File: src/rtl/mbox_pkg.sv
package mbox_pkg;
   localparam int unsigned OFS_EVENT = 32'h80;
   localparam int unsigned OFS_EN_A  = 32'hBC;
   localparam int unsigned OFS_EN_B  = 32'hC0;
   localparam int unsigned OFS_CLEAR = 32'hC4;
   localparam int unsigned OFS_STAT  = 32'hC8;
   localparam int unsigned NUM_EVT   = 2;
   localparam int unsigned NUM_SIDE  = 2;

   typedef enum logic [2:0] {
      RG_MSG, RG_EVENT, RG_EN_A, RG_EN_B, RG_CLEAR, RG_STAT, RG_NONE
   } region_e;

   function automatic region_e mbox_decode(input logic [31:0] byte_addr,
                                           input int unsigned words);
      logic [31:0] w;
      w = {byte_addr[31:2], 2'b00};
      if (w < words * 4) return RG_MSG;
      case (w)
         OFS_EVENT: return RG_EVENT;
         OFS_EN_A:  return RG_EN_A;
         OFS_EN_B:  return RG_EN_B;
         OFS_CLEAR: return RG_CLEAR;
         OFS_STAT:  return RG_STAT;
         default:   return RG_NONE;
      endcase
   endfunction
endpackage

File: src/rtl/mbox_msg_bank.sv
module mbox_msg_bank #(
   parameter int unsigned DATA_W = 32,
   parameter int unsigned WORDS  = 32,
   localparam int unsigned IDX_W = $clog2(WORDS)
) (
   input  logic                          clk,
   input  logic                          rst_n,
   input  logic                          wa_en,
   input  logic [IDX_W-1:0]              wa_idx,
   input  logic [DATA_W-1:0]             wa_data,
   input  logic                          wb_en,
   input  logic [IDX_W-1:0]              wb_idx,
   input  logic [DATA_W-1:0]             wb_data,
   output logic [WORDS-1:0][DATA_W-1:0]  bank
);
   for (genvar i = 0; i < WORDS; i++) begin : g_word
      logic hit_a, hit_b;
      assign hit_a = wa_en && (wa_idx == IDX_W'(i));
      assign hit_b = wb_en && (wb_idx == IDX_W'(i));
      always_ff @(posedge clk or negedge rst_n) begin
         if (!rst_n)     bank[i] <= '0;
         else if (hit_a) bank[i] <= wa_data;
         else if (hit_b) bank[i] <= wb_data;
      end
   end
endmodule

File: src/rtl/mbox_event_ctrl.sv
module mbox_event_ctrl #(
   parameter int unsigned NUM_EVT  = 2,
   parameter int unsigned NUM_SIDE = 2
) (
   input  logic                             clk,
   input  logic                             rst_n,
   input  logic [NUM_SIDE-1:0]              evt_we,
   input  logic [NUM_SIDE-1:0]              clr_we,
   input  logic [NUM_SIDE-1:0]              ena_we,
   input  logic [NUM_SIDE-1:0]              enb_we,
   input  logic [NUM_SIDE-1:0][NUM_EVT-1:0] wbits,
   output logic [NUM_EVT-1:0]               status,
   output logic [NUM_EVT-1:0]               en_a,
   output logic [NUM_EVT-1:0]               en_b,
   output logic                             irq_a,
   output logic                             irq_b
);
   logic [NUM_EVT-1:0] set_m, clr_m;

   always_comb begin
      set_m = '0;
      clr_m = '0;
      for (int s = 0; s < NUM_SIDE; s++) begin
         if (evt_we[s]) set_m = set_m | wbits[s];
         if (clr_we[s]) clr_m = clr_m | wbits[s];
      end
   end

   always_ff @(posedge clk or negedge rst_n) begin
      if (!rst_n) status <= '0;
      else        status <= (status & ~clr_m) | set_m;
   end

   // lowest-numbered side has priority on a shared enable write
   always_ff @(posedge clk or negedge rst_n) begin
      if (!rst_n) begin
         en_a <= '0;
         en_b <= '0;
      end else begin
         for (int s = NUM_SIDE - 1; s >= 0; s--) begin
            if (ena_we[s]) en_a <= wbits[s];
            if (enb_we[s]) en_b <= wbits[s];
         end
      end
   end

   assign irq_a = |(status & en_a);
   assign irq_b = |(status & en_b);
endmodule

File: src/rtl/mbox_rd_port.sv
module mbox_rd_port
   import mbox_pkg::*;
#(
   parameter int unsigned DATA_W    = 32,
   parameter int unsigned WORDS     = 32,
   parameter int unsigned NUM_EVT   = 2,
   parameter bit          REG_RDATA = 1'b1,
   localparam int unsigned IDX_W    = $clog2(WORDS)
) (
   input  logic                          clk,
   input  logic                          rst_n,
   input  logic                          re,
   input  region_e                       region,
   input  logic [IDX_W-1:0]              idx,
   input  logic [WORDS-1:0][DATA_W-1:0]  bank,
   input  logic [NUM_EVT-1:0]            status,
   input  logic [NUM_EVT-1:0]            en_a,
   input  logic [NUM_EVT-1:0]            en_b,
   output logic [DATA_W-1:0]             rdata
);
   logic [DATA_W-1:0] mux;

   always_comb begin
      case (region)
         RG_MSG:  mux = bank[idx];
         RG_EN_A: mux = DATA_W'(en_a);
         RG_EN_B: mux = DATA_W'(en_b);
         RG_STAT: mux = DATA_W'(status);
         default: mux = '0;
      endcase
   end

   if (REG_RDATA) begin : g_reg
      always_ff @(posedge clk or negedge rst_n) begin
         if (!rst_n)  rdata <= '0;
         else if (re) rdata <= mux;
      end
   end else begin : g_comb
      logic unused_ok;
      assign unused_ok = &{1'b0, clk, rst_n};
      assign rdata = re ? mux : '0;
   end
endmodule

File: src/rtl/msg_doorbell_mbox.sv
module msg_doorbell_mbox
   import mbox_pkg::*;
#(
   parameter int unsigned DATA_W    = 32,
   parameter int unsigned ADDR_W    = 8,
   parameter int unsigned MSG_WORDS = 32,
   parameter bit          REG_RDATA = 1'b1
) (
   input  logic              clk,
   input  logic              rst_n,
   input  logic              a_we,
   input  logic              a_re,
   input  logic [ADDR_W-1:0] a_addr,
   input  logic [DATA_W-1:0] a_wdata,
   output logic [DATA_W-1:0] a_rdata,
   output logic              a_irq,
   input  logic              b_we,
   input  logic              b_re,
   input  logic [ADDR_W-1:0] b_addr,
   input  logic [DATA_W-1:0] b_wdata,
   output logic [DATA_W-1:0] b_rdata,
   output logic              b_irq
);
   localparam int unsigned IDX_W = $clog2(MSG_WORDS);

   if (MSG_WORDS < 2 || MSG_WORDS > 32) begin : g_bad_words
      $error("MSG_WORDS must lie in 2..32");
   end
   if (ADDR_W < 8 || ADDR_W > 32) begin : g_bad_addr
      $error("ADDR_W must lie in 8..32");
   end
   if (DATA_W < NUM_EVT || DATA_W > 32) begin : g_bad_data
      $error("DATA_W must lie in NUM_EVT..32");
   end

   logic [NUM_SIDE-1:0]              we_s, re_s;
   logic [NUM_SIDE-1:0][ADDR_W-1:0]  addr_s;
   logic [NUM_SIDE-1:0][DATA_W-1:0]  wdata_s, rdata_s;
   logic [NUM_SIDE-1:0][IDX_W-1:0]   idx_s;
   logic [NUM_SIDE-1:0][NUM_EVT-1:0] wbits_s;
   logic [NUM_SIDE-1:0]              msg_we, evt_we, clr_we, ena_we, enb_we;
   region_e                          region_s [NUM_SIDE];

   logic [MSG_WORDS-1:0][DATA_W-1:0] bank;
   logic [NUM_EVT-1:0]               st_q, ena_q, enb_q;

   assign we_s    = {b_we, a_we};
   assign re_s    = {b_re, a_re};
   assign addr_s  = {b_addr, a_addr};
   assign wdata_s = {b_wdata, a_wdata};

   for (genvar s = 0; s < NUM_SIDE; s++) begin : g_side
      assign region_s[s] = mbox_decode(32'(addr_s[s]), MSG_WORDS);
      assign idx_s[s]    = addr_s[s][IDX_W+1:2];
      assign wbits_s[s]  = wdata_s[s][NUM_EVT-1:0];
      assign msg_we[s]   = we_s[s] && (region_s[s] == RG_MSG);
      assign evt_we[s]   = we_s[s] && (region_s[s] == RG_EVENT);
      assign clr_we[s]   = we_s[s] && (region_s[s] == RG_CLEAR);
      assign ena_we[s]   = we_s[s] && (region_s[s] == RG_EN_A);
      assign enb_we[s]   = we_s[s] && (region_s[s] == RG_EN_B);

      mbox_rd_port #(
         .DATA_W(DATA_W), .WORDS(MSG_WORDS), .NUM_EVT(NUM_EVT), .REG_RDATA(REG_RDATA)
      ) u_rd (
         .clk(clk), .rst_n(rst_n), .re(re_s[s]), .region(region_s[s]),
         .idx(idx_s[s]), .bank(bank), .status(st_q), .en_a(ena_q), .en_b(enb_q),
         .rdata(rdata_s[s])
      );
   end

   mbox_msg_bank #(.DATA_W(DATA_W), .WORDS(MSG_WORDS)) u_bank (
      .clk(clk), .rst_n(rst_n),
      .wa_en(msg_we[0]), .wa_idx(idx_s[0]), .wa_data(wdata_s[0]),
      .wb_en(msg_we[1]), .wb_idx(idx_s[1]), .wb_data(wdata_s[1]),
      .bank(bank)
   );

   mbox_event_ctrl #(.NUM_EVT(NUM_EVT), .NUM_SIDE(NUM_SIDE)) u_evt (
      .clk(clk), .rst_n(rst_n),
      .evt_we(evt_we), .clr_we(clr_we), .ena_we(ena_we), .enb_we(enb_we),
      .wbits(wbits_s), .status(st_q), .en_a(ena_q), .en_b(enb_q),
      .irq_a(a_irq), .irq_b(b_irq)
   );

   assign a_rdata = rdata_s[0];
   assign b_rdata = rdata_s[1];
endmodule

File: config.mk
export PLATFORM = sky130hd
export DESIGN_NAME = msg_doorbell_mbox
export DESIGN_NICKNAME = d
export VERILOG_FILES = /design/src/rtl/mbox_pkg.sv /design/src/rtl/mbox_msg_bank.sv /design/src/rtl/mbox_event_ctrl.sv /design/src/rtl/mbox_rd_port.sv /design/src/rtl/msg_doorbell_mbox.sv
export SDC_FILE = /design/constraint.sdc
export NUM_CORES = 2
export LEC_CHECK = 0
export BUFFER_PORTS_ARGS = -buffer_cell sky130_fd_sc_hd__buf_4
export CAP_MARGIN = 20
export CORE_MARGIN = 2
export CORE_UTILIZATION = 49
export CTS_BUF_LIST = sky130_fd_sc_hd__clkbuf_4
export DETAILED_ROUTE_END_ITERATION = 16
export SYNTH_ARGS = -nofsm -noshare
export SYNTH_HDL_FRONTEND = slang
export SYNTH_SLANG_ARGS = --single-unit
File: constraint.sdc
create_clock -name clk -period 5.3 [get_ports clk]
set_clock_uncertainty 0.15 [all_clocks]
set_input_delay 0.265 -clock clk [delete_from_list [all_inputs] [get_ports clk]]
set_output_delay 0.265 -clock clk [all_outputs]
set_load 0.02 [all_outputs]
==> impl_metrics.ini <==
[sta]
worst_pin_slew_ns = 1.30
tns_ns = 0
holdWs_ns = 0.0529
rsz0062_at_grt = no
drv_slew = 0
finalCritPeriodShare = 0.844
setup_viol = 0
slew-limit-headroom = 0.136
fin_crit_ns = 4.47
fmax_mhz = 223
hold_viol = 0

[run_status]
outcome = complete, no violations

[pwr]
peakVddDrop_mv = 0.253
leakagePower_nw = 34.1
cellPowerDensity_nw_per_um2 = 344

[synthesis]
yosysSeqAreaShare = 0.409
ys_ff_latch = 1094
syn-cell-area_sq_um = 67000
async_flop_share = 1.00
syn_area_per_cell_sq_um = 10.7
syn_inst = 6281
synthFlopType = dfrtp_1
yosysUniqueCellTypes = 67
yosys_warnings = 0
synth_nets = 6367
synth_edf_count = 0

[setup_path]
r2r_slack_ns = 1.36
crit_type = in2reg
worstRegToRegCells = 9
worstPathMaxFanout = 98
worstSetupStartpointType = input port
cp.arrival_ns = 5.54
crit_required_ns = 6.37
r2r-start = u_bank.bank[864]
critical_path.endpoint_type = register
r2r_end = g_side[0].u_rd.rdata[0]

[floorplanning]
core_area_sq_um = 136000
rows = 135
pin_count = 152
die_x_um = 374
dieHeight_um = 374
start_util = 0.494
die-area_sq_um = 140000

[grt]
antenna_found_initial = 11
grt_max_degree = 142
grt-ovfl-total = 0
grt_pass1_wl_mm = 393
grt_pass1_vias = 54874
grt_util_all_layers = 0.389

[clock_network]
cts_buffers = 334
h-tree-depth = 5
clock-sinks = 1094
clk_pin_slew_ns = 0.07
post_cts_resized = 0
cts_max_path_buffers = 4
cts_root_buffer = clkbuf_4
clkLatencyLatePin_ns = 1.38
tritoncts = done
postCtsSetupBuffers = 0

[detailed_routing]
dr.first_iter.drc_count = 7902
detail_route.vias_per_cell = 6.55
first_pass_iters = 6
drc = 0
vias = 56430
wire_per_inst_um = 31.7
wl_mm = 274
drtAntennaViolNets = 0

[place]
dp_hpwl_mm = 148
place_congestion = 0.896
placed_cells_incl_taps = 7641
io_buffer_count = 147

[worst_hold_path]
hp-class = in2async

[finish]
final_common_cell = mux2i_1
final_util = 0.573
area_growth_pct = 16.0
drive_above_1_share = 0.221
mostFrequentLayoutCells = mux2i_1, dfrtp_1, nand2_1
finalNonFillerCells = 8615
fin_nets = 6684

[job]
max_cap_viol_count = 0
[Yosys cell counts (4+ instances only)]
cell type  instances  area (sq um)
inv_1             25          93.8
a31o_2             5          43.8
o21ai_0          460          2300
and2_1             4          25.0
a22oi_1            6          45.0
nand3b_1           5          37.5
a21oi_1          492          2460
a221o_1            4          40.0
o21ai_1          108           541
nor2_1           553          2080
or3_1              8          50.1
a211o_1            8          70.1
o221ai_1          40           350
nand2_1          627          2350
a211oi_1          89           668
buf_6             17           191
nand2b_1          42           263
o22ai_1           23           144
o211ai_1          25           188
nor2_2            13          81.3
dfrtp_1         1094         27400
nor2b_1           72           450
clkbuf_1         460          1730
nor3_1            10          50.1
mux2_2           111          1250
a31oi_1            5          31.3
buf_2            112           561
buf_4             77           578
mux4_2           455         10200
mux2i_1         1136         11400
buf_1             41           154
a2111oi_0         21           184
o2111ai_1         11          96.3
nor4_1             7          43.8
nand3_1           56           280
[kinds of logic after synthesis]
kind of cell	after synthesis	synth area share
AOI/OAI and AO/OA	1316	0.110
xor gates and xnor gates	2	0.000262
buffers and inverters	732	0.0493
DFF	1094	0.409
muxes	1702	0.341
and+or+nand+nor	1435	0.0907
[area by class of cell]
type | count | area [sq um]
flip-flops and latches | 1094 | 27400
repair buffers | 688 | 7260
inverters | 25 | 93.8
clock inverters | 66 | 275
multi-input cells | 4455 | 36800
fillers | 11505 | 57900
diodes | 19 | 47.5
clock buffers | 487 | 3660
well taps | 1781 | 2230
[how the worst max path moves through the flow]
stage               from                  endpoint  slack, ns
3_5_place_dp   b_addr[2]  g_side[1].u_rd.rdata[21]       1.48
3_3_place_gp   b_addr[2]  g_side[1].u_rd.rdata[21]       1.48
2_1_floorplan  a_addr[2]  g_side[0].u_rd.rdata[16]       3.04
6_report       b_addr[3]          u_bank.bank[570]       0.83
5_1_grt        b_addr[2]          u_bank.bank[570]       0.70
4_1_cts        b_addr[2]          u_bank.bank[570]       0.97
[where the power goes]
| group | switching [W] | leakage, nW | internal (W) |
|---|---|---|---|
| registers | 0.00151 | 13.8 | 0.0103 |
| clock network | 0.00400 | 2.38 | 0.00421 |
| logic | 0.00292 | 17.9 | 0.00373 |
[metal layers]
layer  vias up  wire (um)  share of wire  track usage
li1      23746          -              -            -
met1     28020     104000           0.38        0.524
met2      3797     120000           0.44        0.569
met3       861      33600           0.12        0.115
met4         6      15200          0.055        0.199
met5         -         54        0.00020            0
[state kept, by name, indices dropped and copies added, names as in the netlist]
name and count:
u_evt.status 2, u_bank.bank 1024, u_evt.en_b 2, g_side.u_rd.rdata 64
u_evt.en_a 2
[worst max-delay path, cell delays in order]
cell and delay, ns:
dlygate4sd3_1 0.57, buf_8 0.57, buf_12 0.59, a31oi_1 0.44
nor4b_4 0.36, dlygate4sd3_1 0.62, buf_4 0.53, mux2i_1 0.27
dlygate4sd3_1 0.59, o21ai_1 0.07, dlygate4sd3_1 0.59
[repair_timing]
action | in CTS | in global routing
endpoints found under the hold margin | 2188 | 0
setup endpoints to repair | 0 | 0
hold buffers | 399 | 0
[stage by stage]
stage	instance area [sq um]	total power [W]	setup slack [ns]
floorplan	67000	0.0160	3.04
global placement	69000	0.0176	1.48
detailed placement	69000	0.0179	1.48
CTS	77600	0.0266	0.970
global route	77700	0.0280	0.697
finish	77700	0.0267	0.825
No activity file was read; power rests on OpenSTA's default activity.
